### src/rtl/rcsr_pkg.sv
package rcsr_pkg;
   // Field positions fixed by the register layout
   localparam int unsigned EN_BIT   = 0;
   localparam int unsigned RDY_BIT  = 1;
   localparam int unsigned CLR_BIT  = 24;
   localparam int unsigned FLAG_LSB = 25;
   localparam int unsigned NUM_SRC  = 6;

   // Source index within the flag field (bit = FLAG_LSB + index)
   typedef enum int unsigned {
      SRC_BROWNOUT = 0,
      SRC_PIN      = 1,
      SRC_PWR      = 2,
      SRC_SOFT     = 3,
      SRC_IND_WDG  = 4,
      SRC_WIN_WDG  = 5
   } src_idx_e;

   localparam int unsigned PWR_IDX = SRC_PWR;
endpackage

### src/rtl/rcsr_sync.sv
module rcsr_sync #(
   parameter int unsigned STAGES = 2
) (
   input  logic clk,
   input  logic rst_n,
   input  logic d_i,
   output logic q_o
);
   generate
      if (STAGES < 2) begin : g_bad_stages
         $error("rcsr_sync: STAGES must be at least 2");
      end
   endgenerate

   logic [STAGES-1:0] chain_q;

   generate
      for (genvar s = 0; s < STAGES; s++) begin : g_stage
         if (s == 0) begin : g_first
            always_ff @(posedge clk or negedge rst_n) begin
               if (!rst_n) chain_q[s] <= 1'b0;
               else        chain_q[s] <= d_i;
            end
         end else begin : g_next
            always_ff @(posedge clk or negedge rst_n) begin
               if (!rst_n) chain_q[s] <= 1'b0;
               else        chain_q[s] <= chain_q[s-1];
            end
         end
      end
   endgenerate

   assign q_o = chain_q[STAGES-1];
endmodule

### src/rtl/rcsr_flags.sv
module rcsr_flags #(
   parameter int unsigned NSRC    = 6,
   parameter int unsigned INIT_IX = 2
) (
   input  logic            clk,
   input  logic            por_n,
   input  logic            clr_i,
   input  logic [NSRC-1:0] evt_i,
   output logic [NSRC-1:0] flag_o
);
   generate
      if (INIT_IX >= NSRC) begin : g_bad_init
         $error("rcsr_flags: INIT_IX out of range");
      end
   endgenerate

   logic [NSRC-1:0] flag_q;

   generate
      for (genvar i = 0; i < NSRC; i++) begin : g_flag
         localparam logic INIT_V = (i == INIT_IX);
         always_ff @(posedge clk or negedge por_n) begin
            if (!por_n) flag_q[i] <= INIT_V;
            else        flag_q[i] <= evt_i[i] | (flag_q[i] & ~clr_i);
         end
      end
   endgenerate

   assign flag_o = flag_q;
endmodule

### src/rtl/rst_cause_reg.sv
module rst_cause_reg
   import rcsr_pkg::*;
#(
   parameter int unsigned DATA_W      = 32,
   parameter int unsigned SYNC_STAGES = 2
) (
   input  logic               clk,
   input  logic               por_n,
   input  logic               wr_en,
   input  logic [DATA_W-1:0]  wdata,
   input  logic [NUM_SRC-1:0] evt_i,
   input  logic               osc_rdy_i,
   output logic               osc_en_o,
   output logic [DATA_W-1:0]  rdata
);
   localparam int unsigned FLAG_MSB = FLAG_LSB + NUM_SRC - 1;

   generate
      if (DATA_W != 32) begin : g_bad_width
         $error("rst_cause_reg: DATA_W must be 32 for this layout");
      end
      if (FLAG_MSB >= DATA_W) begin : g_bad_field
         $error("rst_cause_reg: flag field exceeds data width");
      end
   endgenerate

   logic               en_q;
   logic               rdy_sync;
   logic               clr_req;
   logic [NUM_SRC-1:0] flags;

   always_ff @(posedge clk or negedge por_n) begin
      if (!por_n)     en_q <= 1'b0;
      else if (wr_en) en_q <= wdata[EN_BIT];
   end

   assign clr_req = wr_en & wdata[CLR_BIT];

   rcsr_sync #(.STAGES(SYNC_STAGES)) u_rdy_sync (
      .clk   (clk),
      .rst_n (por_n),
      .d_i   (osc_rdy_i),
      .q_o   (rdy_sync)
   );

   rcsr_flags #(.NSRC(NUM_SRC), .INIT_IX(PWR_IDX)) u_flags (
      .clk    (clk),
      .por_n  (por_n),
      .clr_i  (clr_req),
      .evt_i  (evt_i),
      .flag_o (flags)
   );

   always_comb begin
      rdata                           = '0;
      rdata[EN_BIT]                   = en_q;
      rdata[RDY_BIT]                  = rdy_sync & en_q;
      rdata[FLAG_MSB:FLAG_LSB]        = flags;
   end

   assign osc_en_o = en_q;

   logic unused_wdata;
   assign unused_wdata = ^{wdata[DATA_W-1:CLR_BIT+1], wdata[CLR_BIT-1:EN_BIT+1]};
endmodule

### config.mk
export PLATFORM = sky130hd
export DESIGN_NAME = rst_cause_reg
export DESIGN_NICKNAME = d
export VERILOG_FILES = /design/src/rtl/rcsr_pkg.sv /design/src/rtl/rcsr_sync.sv /design/src/rtl/rcsr_flags.sv /design/src/rtl/rst_cause_reg.sv
export SDC_FILE = /design/constraint.sdc
export NUM_CORES = 1
export LEC_CHECK = 0
export BUFFER_PORTS_ARGS = -buffer_cell sky130_fd_sc_hd__buf_2
export CORE_MARGIN = 2
export CORE_UTILIZATION = 28
export CTS_CLUSTER_SIZE = 20
export DETAILED_ROUTE_END_ITERATION = 12
export GPL_TIMING_DRIVEN = 0
export HOLD_SLACK_MARGIN = 0.08
export PLACE_DENSITY = 0.78
export SYNTH_ARGS = -nofsm -noshare
export SYNTH_HDL_FRONTEND = slang
export SYNTH_SLANG_ARGS = --single-unit
### constraint.sdc
create_clock -name clk -period 1 [get_ports clk]
set_clock_uncertainty 0.1 [all_clocks]
set_input_delay 0.15 -clock clk [delete_from_list [all_inputs] [get_ports clk]]
set_output_delay 0.15 -clock clk [all_outputs]
set_load 0.01 [all_outputs]
* Word-level counts from Yosys, hierarchy flattened
Index checks and enable logic that the tools add are counted.
Cells by class: bitwise logic cells 15
Operator list (number):
- 1-bit bitwise AND | 8
- 1-bit OR | 6
- 1-bit NOT | 1
Word-level totals: register bits after elaboration 9, output and inout port bits 33

* Logic depth before layout (Yosys ltp)
depth after elaboration 4, gate-level depth with buffers 2, depth with buffers taken out 2

* Hierarchy
A second synthesis with hierarchy kept.
Second synthesis, totals: cell total of the unflattened synthesis 45, area total of the unflattened synthesis 495.5 um^2
By module, submodules not included:
- rst_cause_reg | times used 1, cells an instance 30, area each 245.2 um^2, sequential area each 25.0 um^2
- rcsr_flags | times used 1, cells an instance 13, area each 200.2 um^2, sequential area each 151.4 um^2
- rcsr_sync | times used 1, cells an instance 2, area each 50.0 um^2, sequential area each 50.0 um^2

* Worst setup path before layout
Ideal clock, no wire load.
kind register -> register, start point reg, netlist name osc_en_o, end point reg en_q, in the netlist osc_en_o, arrival 0.666 ns, data required time 0.775 ns, setup slack 0.110 ns, cell stages (with the launch flop) 2, path buffers 0, period minus slack after synthesis 0.890 ns, cell sequence dfrtp_1 > mux2_2
RTL lines:
- end signal, assigned | RTL line rst_cause_reg.sv:34 | else if (wr_en) en_q <= wdata[EN_BIT];
- end, declared | RTL line rst_cause_reg.sv:27 | logic en_q;

* Worst setup path in the final report
start point reg en_q, in the netlist osc_en_o, end point out rdata[1]
Between the ends: word-level cells in the longest chain between the ends 1
RTL lines:
- 1-bit bitwise AND | RTL line rst_cause_reg.sv:57 | rdata[RDY_BIT] = rdy_sync & en_q;
- end, declared | RTL line rst_cause_reg.sv:14 | output logic [DATA_W-1:0] rdata
No other way between the ends.

==> metrics <==
Place WS 86.8 ps; setup repair after global routing missed its margin yes; antenna diode instance count 0; Reg2Reg Launch Point osc_en_o$_DFFE_PN0P_; multi-input logic area 159 sq um; row count 15; area growth from synthesis to layout 76.1%; htree depth 1; count of final setup violators 10; CTS root buf clkbuf_4; Slew Viols, Final 0; Netlist cell types 8; grt ovf 0; CP top delay family flip-flops; clk sinks 9; XOR/XNOR Fraction of Synth Area 0%; clock latency at the later pin of the worst-skew pair 250 ps; share of cells above drive strength 1 53.8%; Port Buf Inserts 20; period utilisation layout 118%; Adder-Cell Fraction of Synth Area 0%; Pwr Density 1110 nW/um^2; post-route cell area 857 sq um; first-pass GRT wire length 1.59 mm; storage element area 226 sq um; WL final 1.02 mm; antenna-violating nets left 0; post-synthesis sequential area ratio 46.5%; Initial Util 29.1%; Placed Instance Area 694 sq um; vias per inst 3.28; largest net degree at the start of global routing 10; Die Height 45.7 microns; Synth Area in Simple Gates 2.57%; worst setup margin -176 ps; synthesized area 487 sq um; Startpoint Class flop; Critical path origin osc_en_o$_DFFE_PN0P_; Yosys Warn Count 0; first drt pass iteration count 2; worst vdd ir 0.000934 V; mean routed wirelength per cell 8.42 microns; Pleak 0.495 nW; Seq cells post-synth 9; mux share of post-synthesis cell area 2.31%; vias in the first global route 352; CP Capture Type primary output; initial antenna violation count 0; outcome finished with violations; Highest Clock Rate 850 MHz; Worst Path Buf+Inv 1; Hold WC Path Type primary input to flop; syn avg cell area 11.1 sq um; I/O pins 75; Synth Area in Compound Gates 9.25%; cells along the critical path and2_1 -> buf_2; DRT iter0 DRCs 4; failing checks negative setup slack; crit-path max cell delay 400 ps; Worst path slowest cell dfrtp_1; final hold violations 0; TritonCTS buffer count 3; clock-pin slew on the worst setup and hold paths 50 ps; Worst Path Max Fanout 4; # Max-Cap Violations 0; Hold Startpoint wdata[0]; Filler cells 147; WHS 41.5 ps; nets@finish 147; CTS tree done; Clock Path Buffers 2; die span in x 45.7 microns; CP arrival 930 ps; die area 2090 sq um; CTS hold repair buffers 8; gr usage total 10.6%; vias 397; CP Data Required Time 750 ps; main combinational cell family by area after synthesis buffers and inverters; Placer Congestion 0.681; Mapped Cells 44; Remaining DRCs 0; core area 1670 sq um; worst setup path category flop to primary output; post-layout min period 1180 ps
kinds of logic after synthesis:
logic type,after synthesis
buffers and inverters,25
DFF,9
AOI/OAI and AO/OA,6
and+or+nand+nor,2
muxes,1
other,1
state kept, by name (all words and copies together) (netlist names):
name and flops:
u_flags.flag_o 6, osc_en_o 1, u_rdy_sync.chain_q 1, u_rdy_sync.q_o 1
per-stage QoR:
step                      cells  power (mW)  TNS (ps)  utilization (%)
after global placement      104       0.615         0             41.6
final                       121       0.950      -663             51.3
after detailed placement    104       0.621         0             41.6
after floorplan              67       0.559         0                -
after global routing        121        1.01     -1040             51.3
after CTS                   119       0.944      -745             50.0
layer usage:
metal | wire length, microns | GRT usage, % | vias up
met5 | 0 | 0 | -
met2 | 490 | 18.9 | 33
met1 | 342 | 11.6 | 154
met3 | 167 | 2.78 | 2
li1 | - | - | 208
met4 | 19 | 5.14 | 0
layout make-up:
class,count,share of cell area (%)
buffer,25,21.9
sequential,9,26.4
multi-input combinational,33,18.5
clock buffer,4,3.07
tap,17,2.48
timing repair buffer,33,27.6
power by group:
group          switching (mW)  internal, mW
logic                   0.112         0.162
clock network           0.117         0.153
registers              0.0153         0.391
synthesized netlist by cell type:
library cell	number	area, sq um
a21o_1	6	45.0
and2_1	1	6.26
buf_4	25	188
conb_1	1	3.75
dfrtp_1	8	200
dfstp_2	1	26.3
mux2_2	1	11.3
nand2_2	1	6.26
final timing paths:
check / depth (start not counted) / endpoint / slack (ps)
setup / recovery: 2 / rdata[1] / -180
hold / removal: 2 / osc_en_o$_DFFE_PN0P_ / 40
setup reg to reg: 2 / osc_en_o$_DFFE_PN0P_ / -10
hold reg to reg: 0 / u_rdy_sync.q_o$_DFF_PN0_ / 260
max in group asynchronous: 2 / u_flags.flag_o[2]$_DFF_PN1_ / 380
min in group asynchronous: 2 / u_flags.flag_o[3]$_DFF_PN0_ / 180
cells in the final DEF, fill, tap and decap left out:
| cell | synthesis | final |
|---|---|---|
| clkbuf_4 | 0 | 3 |
| mux2_2 | 1 | 1 |
| and2_1 | 1 | 1 |
| clkbuf_1 | 0 | 1 |
| dfrtp_1 | 8 | 8 |
| buf_4 | 25 | 30 |
| nand2_2 | 1 | 1 |
| conb_1 | 1 | 24 |
| buf_2 | 0 | 17 |
| a21o_1 | 6 | 6 |
| buf_6 | 0 | 3 |
| dlygate4sd3_1 | 0 | 8 |
| dfstp_2 | 1 | 1 |
timing repair:
item / CTS / global route
setup endpoints to repair: 9 / 10
setup buffers: 3 / 2
resized for setup: 2 / 1
hold endpoints to repair: 17 / 1
cloned: 0 / 0
Power figures use the tool's default switching activity.
